**src/rtl/cdiv_pkg.sv**
```systemverilog
package cdiv_pkg;
  typedef enum logic [1:0] {
    ST_IDLE = 2'd0,
    ST_MULX = 2'd1,
    ST_MULT = 2'd2,
    ST_DONE = 2'd3
  } cdiv_state_e;
endpackage

```
**src/rtl/cdiv_lzc.sv**
```systemverilog
// Leading-zero count of a W-bit value; zero flag when no bit is set.
module cdiv_lzc #(
  parameter int W = 16,
  localparam int SW = $clog2(W)
) (
  input  logic [W-1:0]  val,
  output logic [SW-1:0] lz,
  output logic          all_zero
);
  always_comb begin
    logic found;
    found = 1'b0;
    lz    = '0;
    for (int i = W - 1; i >= 0; i--) begin
      if (!found && val[i]) begin
        lz    = SW'(W - 1 - i);
        found = 1'b1;
      end
    end
    all_zero = ~found;
  end
endmodule

```
**src/rtl/cdiv_norm.sv**
```systemverilog
// Shifts the denominator so its top bit is set and gives the numerator the same shift.
// Both results are placed on a grid with FB fraction bits.
module cdiv_norm #(
  parameter int W  = 16,
  parameter int FB = 28,
  localparam int XW = W + FB,
  localparam int TW = FB + 2,
  localparam int SW = $clog2(W)
) (
  input  logic [W-1:0]  num,
  input  logic [W-1:0]  den,
  output logic [XW-1:0] x0,
  output logic [TW-1:0] t0,
  output logic          den_zero
);
  logic [SW-1:0] lz;
  logic [W-1:0]  den_sh;

  cdiv_lzc #(.W(W)) u_lzc (
    .val      (den),
    .lz       (lz),
    .all_zero (den_zero)
  );

  always_comb begin
    den_sh = den << lz;
    t0     = {2'b00, den_sh, {(FB - W){1'b0}}};
    x0     = XW'(num) << (32'(lz) + (FB - W));
  end
endmodule

```
**src/rtl/cdiv_mul.sv**
```systemverilog
// One shared multiplier: forms f = 2 - t and scales x or t by it, then truncates.
module cdiv_mul #(
  parameter int W  = 16,
  parameter int FB = 28,
  localparam int XW = W + FB,
  localparam int TW = FB + 2,
  localparam int PW = XW + TW
) (
  input  logic          sel_t,
  input  logic [XW-1:0] x,
  input  logic [TW-1:0] t,
  output logic [XW-1:0] x_next,
  output logic [TW-1:0] t_next
);
  localparam logic [TW-1:0] TWO = TW'(1) << (FB + 1);

  logic [TW-1:0] fac;
  logic [XW-1:0] opa;
  logic [PW-1:0] prod;

  always_comb begin
    fac    = TWO - t;
    opa    = sel_t ? XW'(t) : x;
    prod   = PW'(opa) * PW'(fac);
    x_next = prod[FB +: XW];
    t_next = prod[FB +: TW];
  end
endmodule

```
**src/rtl/cdiv_top.sv**
```systemverilog
module cdiv_top #(
  parameter int W  = 16,
  parameter int F  = 8,
  parameter int IW = 4,
  localparam int FB = W + F + 4,
  localparam int XW = W + FB,
  localparam int TW = FB + 2,
  localparam int QW = W + F
) (
  input  logic          clk,
  input  logic          rst_n,
  input  logic          in_valid,
  output logic          in_ready,
  input  logic [W-1:0]  in_num,
  input  logic [W-1:0]  in_den,
  input  logic [IW-1:0] in_iters,
  output logic          out_valid,
  input  logic          out_ready,
  output logic [QW-1:0] out_quot
);
  import cdiv_pkg::*;

  cdiv_state_e   state;
  logic [XW-1:0] x_q, x0, x_next;
  logic [TW-1:0] t_q, t0, t_next;
  logic [IW-1:0] cnt_q;
  logic          sat_q, den_zero, accept;

  cdiv_norm #(.W(W), .FB(FB)) u_norm (
    .num      (in_num),
    .den      (in_den),
    .x0       (x0),
    .t0       (t0),
    .den_zero (den_zero)
  );

  cdiv_mul #(.W(W), .FB(FB)) u_mul (
    .sel_t  (state == ST_MULT),
    .x      (x_q),
    .t      (t_q),
    .x_next (x_next),
    .t_next (t_next)
  );

  assign in_ready  = (state == ST_IDLE);
  assign out_valid = (state == ST_DONE);
  assign accept    = in_valid && in_ready;
  assign out_quot  = sat_q ? {QW{1'b1}} : x_q[FB - F +: QW];

  always_ff @(posedge clk or negedge rst_n) begin
    if (!rst_n) begin
      state <= ST_IDLE;
      x_q   <= '0;
      t_q   <= '0;
      cnt_q <= '0;
      sat_q <= 1'b0;
    end else begin
      unique case (state)
        ST_IDLE: if (in_valid) begin
          x_q   <= x0;
          t_q   <= t0;
          cnt_q <= in_iters;
          sat_q <= den_zero;
          state <= (den_zero || in_iters == '0) ? ST_DONE : ST_MULX;
        end
        ST_MULX: begin
          x_q   <= x_next;
          state <= ST_MULT;
        end
        ST_MULT: begin
          t_q   <= t_next;
          cnt_q <= cnt_q - 1'b1;
          state <= (cnt_q == IW'(1)) ? ST_DONE : ST_MULX;
        end
        ST_DONE: if (out_ready) state <= ST_IDLE;
        default: state <= ST_IDLE;
      endcase
    end
  end

  // never offering to take operands while a result is pending
  assert_ready_excl_R1: assert property (@(posedge clk) disable iff (!rst_n)
    in_ready |-> !out_valid);

  // result held under back-pressure
  assert_hold_result_R2: assert property (@(posedge clk) disable iff (!rst_n)
    (out_valid && !out_ready) |=> (out_valid && $stable(out_quot)));

  // delivery frees the block
  assert_release_R2: assert property (@(posedge clk) disable iff (!rst_n)
    (out_valid && out_ready) |=> in_ready);

  // nonzero work starts the loop on the next cycle
  assert_loop_start_R3: assert property (@(posedge clk) disable iff (!rst_n)
    (accept && in_den != '0 && in_iters != '0) |=> (!out_valid && !in_ready));

  // zero denominator finishes at once with saturated code
  assert_zero_den_R5: assert property (@(posedge clk) disable iff (!rst_n)
    (accept && in_den == '0) |=> (out_valid && (&out_quot)));

  // running denominator stays in [0.5, 1)
  assert_t_range_R8: assert property (@(posedge clk) disable iff (!rst_n)
    (state == ST_MULX || state == ST_MULT) |-> (t_q[TW-1:FB] == 2'b00 && t_q[FB-1]));

  // running numerator never shrinks
  assert_x_grow_R8: assert property (@(posedge clk) disable iff (!rst_n)
    (state == ST_MULT) |-> (x_q >= $past(x_q)));
endmodule

```
**config.mk**
```make
export PLATFORM = sky130hd
export DESIGN_NAME = cdiv_top
export DESIGN_NICKNAME = d
export VERILOG_FILES = /design/src/rtl/cdiv_pkg.sv /design/src/rtl/cdiv_lzc.sv /design/src/rtl/cdiv_norm.sv /design/src/rtl/cdiv_mul.sv /design/src/rtl/cdiv_top.sv
export SDC_FILE = /design/constraint.sdc
export NUM_CORES = 2
export LEC_CHECK = 0
export BUFFER_PORTS_ARGS = -buffer_cell sky130_fd_sc_hd__buf_2
export CAP_MARGIN = 20
export CORE_MARGIN = 2
export CORE_UTILIZATION = 40
export DETAILED_ROUTE_END_ITERATION = 8
export MAX_ROUTING_LAYER = met4
export PLACE_DENSITY = 0.52
export SYNTH_ARGS = -nofsm -noshare
export SYNTH_HDL_FRONTEND = slang
export SYNTH_SLANG_ARGS = --single-unit
```
**constraint.sdc**
```tcl
create_clock -name clk -period 16.7 [get_ports clk]
set_input_delay 1.67 -clock clk [delete_from_list [all_inputs] [get_ports clk]]
set_output_delay 1.67 -clock clk [all_outputs]
set_load 0.01 [all_outputs]
```
==> load_flow_metrics.sql <==
INSERT INTO impl_metrics (metric_group, metric, value, unit) VALUES
('synthesis', 'ys_seq_elements', '81', ''),
('die', 'core_area', '0.114', 'mm²'),
('die', 'area_enclosed_by_the_die_boundary', '0.118', 'mm²'),
('timing', 'period_minus_slack', '11.76', 'ns'),
('synthesis', 'synth.cells.most_frequent', 'nand2_1 (1,175), inv_1 (1,172), fa_1 (1,170)', ''),
('critical_path', 'crit_path_arrival_time', '11.98', 'ns'),
('die', 'initial_utilization', '40.4', '%'),
('synthesis', 'yosysTopAreaCellShare', '50.7', '%'),
('clocking', 'cts_htree_levels', '3', ''),
('timing', 'tightestPinTransition', '1.18', 'ns'),
('timing', 'final-max-slew-violation-count', '0', ''),
('synthesis', 'synth.avg_cell_area', '8.48', 'µm²'),
('drt', 'routed_via_density', '5.42', ''),
('drt', 'routed_wl', '170000', 'µm'),
('timing', 'hold_viol_final', '0', ''),
('final_layout', 'register_area', '0.00203', 'mm²'),
('clocking', 'cts_setup_buffers', '0', ''),
('critical_path', 'setup.worst_path.end_class', 'flip-flop', ''),
('hold_path', 'worstHoldPathType', 'reg2reg', ''),
('global_route', 'overflow', '0', ''),
('synthesis', 'syn-num-nets', '6902', ''),
('synthesis', 'syn-cell-area', '0.0462', 'mm²'),
('synthesis', 'synthFlopType', 'dfrtp_1', ''),
('global_route', 'antenna_found_initial', '5', ''),
('global_route', 'grt_pass1_wl', '259000', 'µm'),
('synthesis', 'synth_largest_area_cell', 'fa_1', ''),
('placement', 'dp_hpwl', '133000', 'µm'),
('drt', 'detail_route.first_pass.iterations', '6', ''),
('clocking', 'tritoncts', 'built', ''),
('placement', 'preCtsSetupSlack', '5.24', 'ns'),
('timing', 'setup_viol', '0', ''),
('synthesis', 'post_synth_edffs', '0', ''),
('global_route', 'grt_pass1_vias', '39798', ''),
('die', 'row_count', '124', ''),
('final_layout', 'fillers', '11605', ''),
('clocking', 'numCtsBuffers', '9', ''),
('clocking', 'ctsHoldBuffers', '0', ''),
('synthesis', 'synthCells', '5444', ''),
('synthesis', 'yosysUniqueCellTypes', '74', ''),
('placement', 'quantity_of_i_o_buffers_inserted_on_ports', '65', ''),
('timing', 'fmaxAchievable', '85.0', 'MHz'),
('timing', 'fin_tns_setup', '0', 'ns'),
('final_layout', 'drive_above_1_share', '5.61', '%'),
('synthesis', 'post_synth_main_area_contributors', 'fa_1 (51%), nand2_1 (9.6%), inv_1 (9.5%), ha_1 (6.7%), dfrtp_1 (4.4%)', ''),
('critical_path', 'startpoint_type_of_the_worst_setup_path', 'flip-flop', ''),
('final_layout', 'area_growth_syn_to_layout', '5.96', '%'),
('die', 'die_width', '344', 'µm'),
('timing', 'final.setup.worst_slack', '4.94', 'ns'),
('synthesis', 'synth_async_sr_flop_share', '100', '%'),
('synthesis', 'yosys.cell_count.top_type', 'nand2_1', ''),
('synthesis', 'synth_seq_area_share', '4.39', '%'),
('clocking', 'clk_transition_reported_paths', '0.07', 'ns'),
('flow_run', 'drv.max_cap_violation_count', '0', ''),
('timing', 'final_min_period_over_clock_period', '70.4', '%'),
('global_route', 'grtUsageTotal', '30.8', '%'),
('outcome', 'run_status', 'finished clean', ''),
('clocking', 'cts-root-to-sink-buffers', '2', ''),
('critical_path', 'path_max_fanout', '34', ''),
('critical_path', 'timing.critical_path.required', '16.92', 'ns'),
('timing', 'worst_setup_skew_after_layout', '0.0126', 'ns'),
('die', 'floorplan.io_pins', '66', ''),
('clocking', 'ctsResizeCount', '0', ''),
('die', 'die_height', '344', 'µm'),
('drt', 'detail-route-antenna-nets', '0', ''),
('final_layout', 'finalNetCount', '6796', ''),
('critical_path', 'crit_path_max_incr_delay', '0.96', 'ns'),
('global_route', 'pin_count_of_the_biggest_net_entering_global_routing', '59', ''),
('timing', 'rsz_0062_raised_after_global_routing', 'false', ''),
('drt', 'dr.first_iter.drc_count', '3052', ''),
('clocking', 'root_buffer', 'clkbuf_16', ''),
('synthesis', 'synth_warnings', '0', ''),
('final_layout', 'multi_input_gate_area_in_the_final_layout', '0.0390', 'mm²'),
('drt', 'detail_route.wl_per_cell', '24.8', 'µm'),
('critical_path', 'setup.worst_path.class', 'reg2reg', ''),
('placement', 'final_weighted_congestion_of_routability_driven_global_placement', '0.988', ''),
('drt', 'drc_errors', '0', ''),
('clocking', 'worstSkewPairLatency', '0.36', 'ns'),
('critical_path', 'path_common_cell', 'fa_1', ''),
('critical_path', 'slowest_stage', 'nor4b_1', ''),
('clocking', 'clock-sinks', '81', ''),
('timing', 'relSlewSlack', '18.9', '%'),
('drt', 'num_vias', '37170', '');
## layer usage
metal  wire (µm)  track usage (%)
met1       69600             40.0
met2       80900             49.3
met3       11700             4.00
met4        7950             11.2
met5           0                -
## state kept, by name (all words and copies together), names as in the netlist
name / count
x_q: 44
cnt_q: 4
t_q: 30
state: 2
sat_q: 1
## per-stage QoR
stage                     util, %  cells  hold WS [ns]  area (µm²)
after global routing         42.8   6857         0.591       48900
after CTS                    42.7   6851         0.533       48900
final                        42.8   6859         0.533       48900
after detailed placement     42.5   6835         0.519       48600
after global placement       42.5   6833         0.502       48500
after floorplan                 -   5444         0.484       46200
## critical path: cells and delay by family (launching register included)
family	cells	cell delay, ns
AO/OA/AOI/OAI	5	1.49
buffers and inverters	8	0.91
flip-flops	1	0.50
XOR/XNOR	2	0.30
AND/OR/NAND/NOR	10	3.92
adder cells (fa/ha/maj)	9	4.46
## cells in the final DEF (no fill, tap or decap), types with 7 or more instances in the layout
cell type,netlist,final
nand4_1,20,20
a221oi_1,22,22
and3_1,26,26
dfrtp_1,81,81
a221o_1,7,7
or2_2,25,25
o211ai_1,18,18
nor2_1,392,391
o31ai_1,7,7
nor2b_1,12,10
a22oi_1,9,9
o22ai_1,8,8
inv_1,1172,1172
clkbuf_16,0,9
a211oi_1,14,14
xor2_4,0,12
xor2_1,36,18
o21ai_0,120,119
buf_4,2,117
fa_1,1170,1170
nand3_1,58,58
nor3_1,35,34
xnor2_1,50,36
a31oi_1,17,16
mux2i_1,83,71
nand2_1,1175,1170
buf_2,6,64
nor4_1,8,8
ha_1,248,248
mux2i_2,0,12
a21o_1,24,24
xnor2_2,2,16
and2_1,68,68
o21bai_1,13,13
a21oi_1,136,135
## final timing paths
path | from | endpoint | slack, ns | cells after the start
max | t_q[5]$_DFFE_PN0P_ | x_q[43]$_DFFE_PN0P_ | 4.94 | 34
min | x_q[9]$_DFFE_PN0P_ | x_q[9]$_DFFE_PN0P_ | 0.53 | 2
max reg2reg | t_q[5]$_DFFE_PN0P_ | x_q[43]$_DFFE_PN0P_ | 4.94 | 34
min reg2reg | x_q[9]$_DFFE_PN0P_ | x_q[9]$_DFFE_PN0P_ | 0.53 | 2
max in group asynchronous | rst_n | x_q[11]$_DFFE_PN0P_ | 14.34 | 2
min in group asynchronous | rst_n | x_q[41]$_DFFE_PN0P_ | 1.24 | 1
## cell families (layout without fill, tap and decap cells)
| group | Yosys count | in the layout | synth area share (%) |
|---|---|---|---|
| adders and majority gates | 1418 | 1418 | 57.5 |
| AOI/OAI and AO/OA | 428 | 428 | 5.65 |
| DFF | 81 | 81 | 4.39 |
| muxes | 86 | 86 | 1.87 |
| buffers and inverters | 1478 | 1377 | 12.1 |
| other | 0 | 4 | 0 |
| and+or+nand+nor | 1863 | 1863 | 16.7 |
| xor gates and xnor gates | 90 | 90 | 1.82 |
## layout make-up
type	instances	share of cell area, %
inverters	1177	9.03
well taps	1512	3.87
multi-input cells	3885	79.8
clock inverters	6	0.118
diodes	4	0.0205
repair buffers	184	2.53
clock buffers	10	0.489
flip-flops and latches	81	4.14
Power is not shown: default switching activity piles up to over one toggle a cycle in this logic, so the estimate is an artifact.
